### config.mk
export PLATFORM = sky130hd
export DESIGN_NAME = pdw_ctrl
export DESIGN_NICKNAME = d
export VERILOG_FILES = /design/src/rtl/pdw_pkg.sv /design/src/rtl/pdw_sync.sv /design/src/rtl/pdw_wake_qual.sv /design/src/rtl/pdw_settle_cnt.sv /design/src/rtl/pdw_ctrl.sv
export SDC_FILE = /design/constraint.sdc
export NUM_CORES = 1
export LEC_CHECK = 0
export CORE_AREA = 8 8 78 80
export DETAILED_ROUTE_END_ITERATION = 10
export DIE_AREA = 0 0 86 88
export PLACE_DENSITY = 0.55
export SLEW_MARGIN = 20
export SYNTH_ARGS = -nofsm -noshare
export SYNTH_HDL_FRONTEND = slang
export SYNTH_SLANG_ARGS = --single-unit
export TNS_END_PERCENT = 100
### constraint.sdc
create_clock -name clk -period 2.1 [get_ports clk]
set_input_delay 0.21 -clock clk [delete_from_list [all_inputs] [get_ports clk]]
set_output_delay 0.21 -clock clk [all_outputs]
set_load 0.02 [all_outputs]
### src/rtl/pdw_pkg.sv
package pdw_pkg;

  typedef enum logic [2:0] {
    ST_RUN,
    ST_SLEEP,
    ST_START,
    ST_RELEASE,
    ST_SETTLE,
    ST_RSTEXIT
  } pdw_state_t;

  typedef logic [1:0] wake_code_t;

  localparam wake_code_t CODE_KEY = 2'd2;
  localparam wake_code_t CODE_RST = 2'd3;

endpackage

### src/rtl/pdw_sync.sv
module pdw_sync #(
  parameter int W      = 6,
  parameter int STAGES = 2
) (
  input  logic         clk,
  input  logic         rst,
  input  logic [W-1:0] d,
  output logic [W-1:0] q
);

  logic [STAGES-1:0][W-1:0] chain;

  always_ff @(posedge clk) begin
    if (rst) chain[0] <= '0;
    else     chain[0] <= d;
  end

  for (genvar s = 1; s < STAGES; s++) begin : g_stage
    always_ff @(posedge clk) begin
      if (rst) chain[s] <= '0;
      else     chain[s] <= chain[s-1];
    end
  end

  assign q = chain[STAGES-1];

endmodule

### src/rtl/pdw_wake_qual.sv
module pdw_wake_qual #(
  parameter int N_EXT = 2,
  parameter int N_KEY = 4
) (
  input  logic [N_EXT-1:0] ext_irq,
  input  logic [N_EXT-1:0] ext_en,
  input  logic [N_EXT-1:0] ext_level_mode,
  input  logic [N_EXT-1:0] ext_top_prio,
  input  logic [N_KEY-1:0] key_in,
  input  logic [N_KEY-1:0] key_en,
  input  logic [N_KEY-1:0] key_active_high,
  output logic [N_EXT-1:0] ext_hit,
  output logic             key_hit
);

  logic [N_KEY-1:0] key_match;

  for (genvar i = 0; i < N_EXT; i++) begin : g_ext
    assign ext_hit[i] = ext_irq[i] & ext_en[i] & ext_level_mode[i] & ext_top_prio[i];
  end

  for (genvar k = 0; k < N_KEY; k++) begin : g_key
    assign key_match[k] = key_en[k] & ~(key_in[k] ^ key_active_high[k]);
  end

  assign key_hit = |key_match;

endmodule

### src/rtl/pdw_settle_cnt.sv
module pdw_settle_cnt #(
  parameter int LIMIT = 1024
) (
  input  logic clk,
  input  logic clear,
  input  logic step,
  output logic done
);

  localparam int CW = (LIMIT > 2) ? $clog2(LIMIT) : 1;
  localparam logic [CW-1:0] LAST = CW'(LIMIT - 1);

  logic [CW-1:0] cnt;

  always_ff @(posedge clk) begin
    if (clear)     cnt <= '0;
    else if (step) cnt <= cnt + 1'b1;
  end

  assign done = (cnt == LAST);

endmodule

### src/rtl/pdw_ctrl.sv
module pdw_ctrl
  import pdw_pkg::*;
#(
  parameter int N_EXT        = 2,
  parameter int N_KEY        = 4,
  parameter int SETTLE_COUNT = 1024,
  parameter int SYNC_STAGES  = 2
) (
  input  logic             clk,
  input  logic             rst,
  input  logic             pd_set,
  input  logic [N_EXT-1:0] ext_irq,
  input  logic [N_EXT-1:0] ext_en,
  input  logic [N_EXT-1:0] ext_level_mode,
  input  logic [N_EXT-1:0] ext_top_prio,
  input  logic [N_KEY-1:0] key_in,
  input  logic [N_KEY-1:0] key_en,
  input  logic [N_KEY-1:0] key_active_high,
  output logic             osc_en,
  output logic             cpu_clk_en,
  output logic             periph_clk_en,
  output logic             resume,
  output logic [1:0]       wake_src
);

  localparam int EW = (N_EXT > 1) ? $clog2(N_EXT) : 1;
  localparam int SW = N_EXT + N_KEY;

  logic [N_EXT-1:0] ext_hit_raw, ext_hit_s;
  logic             key_hit_raw, key_hit_s;
  logic [SW-1:0]    sync_q;
  logic             flag_clr, pd_flag;
  logic [EW-1:0]    first_ext, sel_ext;
  logic             settle_done, cpu_hold;
  pdw_state_t       state;

  // Combinational wake qualification: usable while no clock runs
  pdw_wake_qual #(.N_EXT(N_EXT), .N_KEY(N_KEY)) u_qual_raw (
    .ext_irq(ext_irq), .ext_en(ext_en), .ext_level_mode(ext_level_mode),
    .ext_top_prio(ext_top_prio), .key_in(key_in), .key_en(key_en),
    .key_active_high(key_active_high), .ext_hit(ext_hit_raw), .key_hit(key_hit_raw)
  );

  pdw_sync #(.W(SW), .STAGES(SYNC_STAGES)) u_sync (
    .clk(clk), .rst(rst), .d({key_in, ext_irq}), .q(sync_q)
  );

  // Same qualification on synchronized lines for the resume decisions
  pdw_wake_qual #(.N_EXT(N_EXT), .N_KEY(N_KEY)) u_qual_sync (
    .ext_irq(sync_q[N_EXT-1:0]), .ext_en(ext_en), .ext_level_mode(ext_level_mode),
    .ext_top_prio(ext_top_prio), .key_in(sync_q[SW-1:N_EXT]), .key_en(key_en),
    .key_active_high(key_active_high), .ext_hit(ext_hit_s), .key_hit(key_hit_s)
  );

  assign flag_clr = rst | (|ext_hit_raw) | key_hit_raw;

  always_ff @(posedge clk or posedge flag_clr) begin
    if (flag_clr)    pd_flag <= 1'b0;
    else if (pd_set) pd_flag <= 1'b1;
  end

  // Lowest-numbered active line wins
  always_comb begin
    first_ext = '0;
    for (int i = N_EXT - 1; i >= 0; i--) begin
      if (ext_hit_s[i]) first_ext = EW'(i);
    end
  end

  pdw_settle_cnt #(.LIMIT(SETTLE_COUNT)) u_settle (
    .clk(clk),
    .clear(rst | (state == ST_SLEEP)),
    .step((state == ST_START) | (state == ST_SETTLE)),
    .done(settle_done)
  );

  always_ff @(posedge clk) begin
    if (rst) begin
      state    <= ((state == ST_SLEEP) || (state == ST_RSTEXIT)) ? ST_RSTEXIT : ST_RUN;
      resume   <= 1'b0;
      wake_src <= '0;
      sel_ext  <= '0;
    end else begin
      resume <= 1'b0;
      case (state)
        ST_RUN:   if (pd_flag) state <= ST_SLEEP;
        ST_SLEEP: if (!pd_flag) state <= ST_START;
        ST_START: begin
          if (|ext_hit_s) begin
            sel_ext <= first_ext;
            state   <= ST_RELEASE;
          end else if (key_hit_s) begin
            state <= ST_SETTLE;
          end
        end
        ST_RELEASE: begin
          if (!ext_hit_s[sel_ext]) begin
            resume   <= 1'b1;
            wake_src <= 2'(sel_ext);
            state    <= ST_RUN;
          end
        end
        ST_SETTLE: begin
          if (settle_done) begin
            resume   <= 1'b1;
            wake_src <= CODE_KEY;
            state    <= ST_RUN;
          end
        end
        ST_RSTEXIT: begin
          resume   <= 1'b1;
          wake_src <= CODE_RST;
          state    <= ST_RUN;
        end
        default: state <= ST_RUN;
      endcase
    end
  end

  assign cpu_hold      = (state == ST_SLEEP) || (state == ST_START) ||
                         (state == ST_RELEASE) || (state == ST_SETTLE);
  assign osc_en        = ~pd_flag;
  assign periph_clk_en = ~pd_flag;
  assign cpu_clk_en    = ~pd_flag & ~cpu_hold;

endmodule

; Word-level counts from Yosys, hierarchy flattened
; Index checks and enable logic that the tools add are counted.
[op_classes]
add_sub_neg = 1
order_cmp = 1
eq_ne = 13
mux = 19
bitwise = 43
n_reduce_logical = 13
[op_table]
columns = op, n
row1 = 3-bit two-way mux, 8
row2 = 1-bit AND, 21
row3 = 3-bit case mux with 5 select lines, 1
row4 = 3-bit != test (second input constant), 4
row5 = 10-bit by 1-bit adder with 10-bit output (second input constant), 1
row6 = 10-bit equality test (second input constant), 1
row7 = 1-bit inverter, 10
row8 = 4-bit OR reduction, 2
row9 = 1-bit bitwise XOR, 8
row10 = 3-bit by 2-bit equality test with 1-bit output (second input constant), 2
row11 = 3-bit equality test (second input constant), 2
row12 = 1-bit two-way mux, 6
row13 = 2-bit case mux with 3 select lines, 1
row14 = 5-bit AND reduction, 1
row15 = 1-bit logical OR, 4
row16 = 2-bit two-way mux, 2
row17 = 2-bit != test (second input constant), 2
row18 = 4-bit by 3-bit != test with 1-bit output (second input constant), 1
row19 = 1-bit bitwise OR, 4
row20 = 2-bit OR reduction, 2
row21 = 3-bit by 1-bit equality test with 1-bit output (second input constant), 1
row22 = 3-bit zero test, 1
row23 = 1-bit case mux with 3 select lines, 1
row24 = 3-bit AND reduction, 1
row25 = 3 further kinds, 3
[word_totals]
ff_bits = 30

; Depth between registers and ports, before layout
; Gate-level depths: netlist (run 1).
[logic_depth]
word_depth = 8
ltp_mapped = 5
mapped_depth_nobuf = 5

; Cells and area by module
; From an unflattened synthesis (run 1), not the netlist that was laid out.
[unflattened]
cells_unflattened = 154
area_unflattened_um2 = 1535.2
[modules_own_cells]
columns = module, n_inst, cells_per_inst, area_per_inst_um2, seq_area_each_um2
row1 = pdw_ctrl, 1, 56, 539.3, 195.2
row2 = pdw_settle_cnt, 1, 49, 441.7, 200.2
row3 = pdw_sync, 1, 31, 411.6, 240.2
row4 = pdw_wake_qual, 2, 9, 71.3, 0.0

; Least setup slack after synthesis (run 1)
; Ideal clock, no wire load.
[synth_path]
path_kind = reg-to-reg
start = reg state[2]
end = reg u_settle.cnt[5]
setup_ns = 0.071
arrival_time_ns = 1.689
path_slack_ns = 0.340
stages_incl_launch_ff = 6
period_less_slack_ns = 1.760
path_cell_list = edfxtp_1 > xnor2_1 > or4b_1 > buf_2 > or3_1 > a21oi_1
[synth_via]
elab_chain_cells = 2
word_cells_on_any_way = 5
[synth_rtl]
columns = element, line_no
row1 = from (decl), pdw_ctrl.sv:35  ; pdw_state_t state;
row2 = from (signal assigned), pdw_ctrl.sv:79  ; state <= ((state == ST_SLEEP) || (state == ST_RSTEXIT)) ? ST_RSTEXIT : ST_RUN;
row3 = 3-bit by 2-bit equality test with 1-bit output (tied with other cells), pdw_ctrl.sv:73  ; .step((state == ST_START) | (state == ST_SETTLE)),
row4 = "1-bit bitwise OR, on equally long branches", "pdw_ctrl.sv:73, pdw_ctrl.sv:72"
row5 = to (signal assigned), pdw_settle_cnt.sv:17  ; else if (step) cnt <= cnt + 1'b1;
row6 = to (decl), pdw_settle_cnt.sv:13  ; logic [CW-1:0] cnt;
; Several ways; a longest one is shown, not always the timed one.
; A chain may end at the register's enable or synchronous reset.

; Final worst setup path (run 1)
[layout_path]
start = reg state[2]
end = reg u_settle.cnt[9]
; The elaborated chain is that of the path after synthesis.

==> reports/results.tsv, run 1 <==
stage	metric	value	unit
drt	finalWirelength	3.07	mm
drt	vias	1209	
critical_path	worstReg2RegStart	state[2]	
drt	drcViolationCount	0	
logic_synthesis	netlist_area	1410	µm²
global_routing	grt_pass1_wl	5.42	mm
finish	nets	214	
power	comb_power_share	0.326	
placement	finalWeightedCongestion	0.761	
floorplan	io_pins	29	
clocking	numCtsBuffers	5	
clocking	clkSlewWorstSetupHoldPaths	0.06	ns
floorplan	row_count	26	
hold_path	hp-class	input port to asynchronous set/reset pin	
critical_path	arrival	2.13	ns
placement	pre_cts_slack	0.192	ns
timing	slew_headroom	0.644	
finish	syn_to_final_growth	34.1	%
logic_synthesis	synthesis.nets	180	
logic_synthesis	ys_seq_area_frac	0.450	
power	power_leakage	0.677	nW
timing	finalClockSkew	0.00942	ns
floorplan	die_h	88	µm
global_routing	grt_pass1_vias	1208	
finish	design_area	1900	µm²
global_routing	antenna_found_initial	0	
clocking	root_buffer	clkbuf_8	
critical_path	crit_path_max_fanout	12	
floorplan	design.die.area	7570	µm²
logic_synthesis	synth_top_cell_area_share	0.368	
run	max_cap_violations	0	
timing	fin_ws	0.179	ns
finish	final_common_cell	clkdlybuf4s50_1	
drt	avgRoutedWirePerCell	11.8	µm
timing	max_freq	0.520	GHz
finish	num_antenna_cells	0	
critical_path	worstSetupStartpoint	state[2]	
logic_synthesis	netlist_instances	156	
floorplan	start_util	0.288	
drt	postRouteAntennaNets	0	
global_routing	track_usage	0.0916	
power	power_frac_clock	0.275	
critical_path	worstPathRequired	2.31	ns
placement	port_buffers	28	
placement	place_area	1780	µm²
critical_path	worst_setup_path_start_kind	register	
clocking	clk_path_buf_depth	2	
global_routing	grt_max_degree	21	
drt	drt_iter0_drc	27	
clocking	clock_latency	0.28	ns
finish	final_cell_mix	clkdlybuf4s50_1, dfxtp_1, nor2b_1, nand2_1	
clocking	cts_sinks	30	
logic_synthesis	synth.area.top_cells	dfxtp_1, nor2b_1, xnor2_1, edfxtp_1, a21oi_1	
power	switchingPower	0.000562	W
logic_synthesis	synthMuxAreaShare	0.00708	
clocking	cts_tree	yes	
timing	drv_slew	0	
critical_path	worstSetupPathType	register to register	
logic_synthesis	synth_edf_count	3	
timing	setup_viol	0	
logic_synthesis	synth_fa_ha_area_frac	0.00885	
logic_synthesis	yosys.area_share.xor_xnor	0.0805	
floorplan	die_w	86	µm
critical_path	endpoint_kind	register	
finish	drive_above_1_share	0.0942	
logic_synthesis	yosys.area_share.simple	0.259	
logic_synthesis	synth_compound_gate_area_share	0.164	
timing	rsz0062_at_grt	false	
logic_synthesis	synth_largest_area_cell	dfxtp_1	
timing	worst_pin_slew	0.530	ns
logic_synthesis	yosysWarnings	0	
finish	multi_input_area	734	µm²
power	pwr_density_cell	922	nW/µm²
global_routing	overflow	0	
logic_synthesis	synthArstFlopShare	0.0333	
drt	first_pass_iters	4	
outcome	outcome	completed	
timing	hold_violations	0	
finish	fill_cells	516	
clocking	ctsHtreeMaxLevel	2	
timing	fin_crit	1.92	ns
finish	seq_area	636	µm²
power	seqPwrFrac	0.399	
timing	final.setup.tns	0	ns
floorplan	fp.coreArea	4910	µm²
logic_synthesis	yosysUniqueCellTypes	40	
power	ir_drop	399	µV
placement	hpwl	2.39	mm
power	intPower	0.00119	W
power	p_sw_frac	0.322	
logic_synthesis	synth_top_family_by_area	simple AND/OR/NAND/NOR gates	
logic_synthesis	ys.flop_type	dfxtp_1	
drt	avgViaCountPerCell	4.63	
critical_path	r2r_cells	5	
timing	final.period_utilization	0.915	
logic_synthesis	ys_ff_latch	30	
logic_synthesis	synth.avg_cell_area	9.06	µm²
-- cell type report --
cell class | count | area share
flip-flops and latches | 30 | 0.335
well taps | 70 | 0.0462
clock buffers | 6 | 0.0436
inverters | 2 | 0.00396
clock inverters | 2 | 0.00660
repair buffers | 35 | 0.177
multi-input cells | 116 | 0.387
-- Yosys cell counts, drive strengths merged, types with 2 or more instances --
cell type and n:
a22oi 3, clkbuf 5, xnor2 11, buf 3, inv 2, nand3 5, nor2 6, nand4 3
a21oi 11, a211oi 4, nor3 2, dfxtp 26, or2 2, edfxtp 3, or3b 2, and4 3
nand2b 3, o21ai 11, or3 5, xor2 2, nand2 12, nor2b 16
-- kinds of logic after synthesis --
logic type,count (synthesis)
and+or+nand+nor,64
AOI/OAI and AO/OA,37
DFF,30
xor gates and xnor gates,13
buffers and inverters,10
muxes,1
adders and majority gates,1
-- state kept, by name, summed over array words and instances, names as in the netlist --
name / cells
sel_ext: 1
u_settle.cnt: 10
resume: 1
u_sync.q: 6
state: 3
pd_flag: 1
u_sync.chain: 6
wake_src: 2
-- stage by stage --
| step | total power (W) | cells | util | hold slack (ns) |
|---|---|---|---|---|
| floorplan | 0.00106 | 156 | - | 0.0592 |
| detailed placement | 0.00126 | 251 | 0.363 | 0.431 |
| finish | 0.00175 | 261 | 0.386 | 0.264 |
| global placement | 0.00127 | 251 | 0.363 | 0.415 |
| CTS | 0.00178 | 261 | 0.385 | 0.287 |
| global route | 0.00188 | 261 | 0.386 | 0.310 |
-- critical path, cell delays in order, from the launching register on --
cell,delay [ns]
edfxtp_1,0.40
buf_4,0.19
xnor2_1,0.15
or4b_1,0.62
or3_1,0.35
a21oi_1,0.13
-- per-layer routing --
layer | GRT usage | share of wire | up-vias
li1 | - | - | 628
met1 | 0.0957 | 0.45 | 541
met2 | 0.150 | 0.47 | 31
met3 | 0.0356 | 0.053 | 9
met4 | 0.0637 | 0.030 | 0
met5 | 0 | 0 | -
-- worst paths after layout --
path                                   end  slack, ns
max reg2reg                u_settle.cnt[9]       0.18
min                                pd_flag       0.26
max in group asynchronous          pd_flag       1.35
min in group clk               u_sync.q[0]       0.44
max                        u_settle.cnt[9]       0.18
min reg2reg                    u_sync.q[0]       0.44
-- power groups by stage --
stage          combinational (W)  sequential, W  clock (W)
4_1_cts                 0.000577       0.000699   0.000501
3_5_place_dp            0.000523       0.000741          0
3_3_place_gp            0.000526       0.000742          0
2_1_floorplan           0.000333       0.000725          0
6_report                0.000570       0.000698   0.000480
5_1_grt                 0.000647       0.000708   0.000529
-- repair_timing --
action	in CTS	in global routing
buffers inserted	2	0
endpoints found under the setup margin	1	1
hold buffers	0	0
resized for setup	0	1
Note: power is estimated with default switching activity, not from simulation.
==> run 2, diff against run 1 <==
Settings changed: SLEW_MARGIN 20 to 10.
==> results of run 2 <==
Final layout, timing and power as in run 1 (identical DEF).
==> run 3, diff against run 2 <==
Settings changed: CORE_AREA 8 8 78 80 to 8 8 66 68, DIE_AREA 0 0 86 88 to 0 0 74 76, PLACE_DENSITY 0.55 to 0.73.
==> run 3 against run 2 <==
Critical path depth is the same. Worst hold slack lost 0.052 ns. Final area shrank 4.4%. Via count grew 2.2%. Combinational power shrank 4.2%. Setup slack lost 0.047 ns. Count of clock-buffer cells in the layout is the same. Critical path type unchanged. Critical endpoint is now u_settle.cnt[7]. Largest cell class unchanged.
==> reports/results.tsv, run 3 (synthesized netlist as in run 1, its figures left out) <==
stage	metric	value	unit	change
critical_path	crit_path_max_fanout	11		-1
critical_path	cp_slowest_cell	or4b_1		
critical_path	crit_path_max_incr_delay	0.64	ns	+0.02 ns
clocking	cts_tree	yes		
drt	avgViaCountPerCell	5.19		+12%
critical_path	endpoint_kind	register		
timing	slew_headroom	0.642		-0.00257
critical_path	cp_cell_sequence	buf_4, xnor2_1, or4b_1, or3_1, a21oi_1		
floorplan	design.die.area	5620	µm²	-26%
power	ir_drop	402	µV	+0.96%
clocking	cts_sinks	30		unchanged
critical_path	worst_setup_path_start_kind	register		
finish	syn_to_final_growth	28.1	%	
drt	vias	1236		+2.2%
timing	rsz0062_at_grt	false		
timing	final.setup.tns	0	ns	unchanged
clocking	ctsHtreeMaxLevel	2		unchanged
timing	fin_crit	1.97	ns	+0.0466 ns
timing	max_freq	0.508	GHz	-2.4%
placement	port_buffers	28		unchanged
finish	drive_above_1_share	0.0789		-0.0153
global_routing	grt_pass1_vias	1280		+6.0%
floorplan	row_count	22		-15%
power	pwr_density_cell	866	nW/µm²	-6.0%
critical_path	worstReg2RegStart	state[1]		
finish	seq_area	636	µm²	unchanged
timing	finalClockSkew	0.00358	ns	-0.00584 ns
critical_path	worstSetupPathType	register to register		
floorplan	start_util	0.411		+0.123
finish	design_area	1810	µm²	-4.4%
placement	finalWeightedCongestion	0.811		+6.6%
critical_path	worstPathRequired	2.36	ns	+0.05 ns
floorplan	fp.coreArea	3440	µm²	-30%
finish	final_common_cell	clkdlybuf4s50_1		
timing	setup_viol	0		unchanged
critical_path	r2r_setup_slack	0.13	ns	-0.05 ns
finish	final_cell_mix	clkdlybuf4s50_1, dfxtp_1, nor2b_1, nand2_1		
drt	first_pass_iters	4		unchanged
timing	final.period_utilization	0.937		+0.0222
clocking	numCtsBuffers	5		unchanged
timing	drv_slew	0		unchanged
global_routing	overflow	0		unchanged
finish	nets	213		-0.47%
placement	dp.cells	229		-8.8%
finish	instances_no_fill	238		-8.8%
drt	avgRoutedWirePerCell	12.8	µm	+8.7%
timing	hold_violations	0		unchanged
clocking	clk_path_buf_depth	2		unchanged
placement	pre_cts_slack	0.152	ns	-0.0396 ns
placement	place_area	1760	µm²	-1.5%
drt	postRouteAntennaNets	0		unchanged
drt	finalWirelength	3.04	mm	-0.88%
finish	multi_input_area	734	µm²	unchanged
finish	regMostFlops	u_settle.cnt		
floorplan	die_h	76	µm	-14%
finish	fill_cells	352		-32%
drt	drt_iter0_drc	80		+200%
finish	largest_reg_flops	10		unchanged
floorplan	io_pins	29		unchanged
critical_path	r2r_cells	5		unchanged
critical_path	r2r-end	u_settle.cnt[7]		
critical_path	arrival	2.23	ns	+0.10 ns
global_routing	antenna_found_initial	0		unchanged
global_routing	grt_max_degree	21		unchanged
outcome	outcome	completed		
drt	drcViolationCount	0		unchanged
global_routing	track_usage	0.118		+0.0264
clocking	root_buffer	clkbuf_4		
timing	fin_ws	0.132	ns	-0.0466 ns
run	max_cap_violations	0		unchanged
clocking	clock_latency	0.33	ns	+0.05 ns
floorplan	die_w	74	µm	-14%
global_routing	grt_pass1_wl	5.28	mm	-2.5%
finish	num_antenna_cells	0		unchanged
power	power_leakage	0.641	nW	-5.4%
placement	hpwl	2.40	mm	+0.54%
hold_path	hp-class	input port to asynchronous set/reset pin		
clocking	clkSlewWorstSetupHoldPaths	0.09	ns	+0.03 ns
timing	worst_pin_slew	0.534	ns	+0.00383 ns
## run 3: through the flow
step	util	hold slack [ns]	total power, W
floorplan	-	0.0592	0.00106
global placement	0.510	0.418	0.00124
detailed placement	0.510	0.427	0.00126
CTS	0.527	0.216	0.00159
global route	0.527	0.247	0.00168
finish	0.527	0.212	0.00157
## run 3: critical path: cells and delay by family, from the launching register on
kind            cells  cell delay (ns)
simple gates        2             1.00
flops               1             0.42
buf+inv             1             0.19
compound gates      1             0.15
xor+xnor            1             0.14
## run 3: cell type report
class | count | area share
Clock inverter | 2 | 0.00483
Tap cell | 48 | 0.0331
Timing Repair Buffer | 34 | 0.179
Clock buffer | 6 | 0.0228
Inverter | 2 | 0.00414
Multi-Input combinational cell | 116 | 0.405
Sequential cell | 30 | 0.351
## run 3: per-layer routing
| metal | part of all wire | track usage |
|---|---|---|
| met5 | 0 | 0 |
| met4 | 0.0066 | 0.0580 |
| met2 | 0.53 | 0.202 |
| met3 | 0.053 | 0.0474 |
| met1 | 0.41 | 0.118 |
## run 3: where the power goes
part           leakage, nW  total (W)  switching, W  internal (W)
sequential           0.257   0.000709     0.0000523      0.000657
clock               0.0297   0.000315      0.000190      0.000125
combinational        0.354   0.000546      0.000288      0.000258
total                0.641    0.00157      0.000530       0.00104
## run 3: worst max-delay path by stage
stage,to,from
after floorplan,u_settle.cnt[5],state[2]
after global placement,cpu_clk_en,state[1]
after detailed placement,u_settle.cnt[7],state[1]
after CTS,u_settle.cnt[7],state[1]
after global routing,u_settle.cnt[7],state[1]
final,u_settle.cnt[7],state[1]
## run 3: what timing repair did
action | in CTS | in global routing
hold buffers | 0 | 0
setup endpoints to repair | 1 | 0
buffers inserted | 1 | 0
resized for setup | 1 | 0
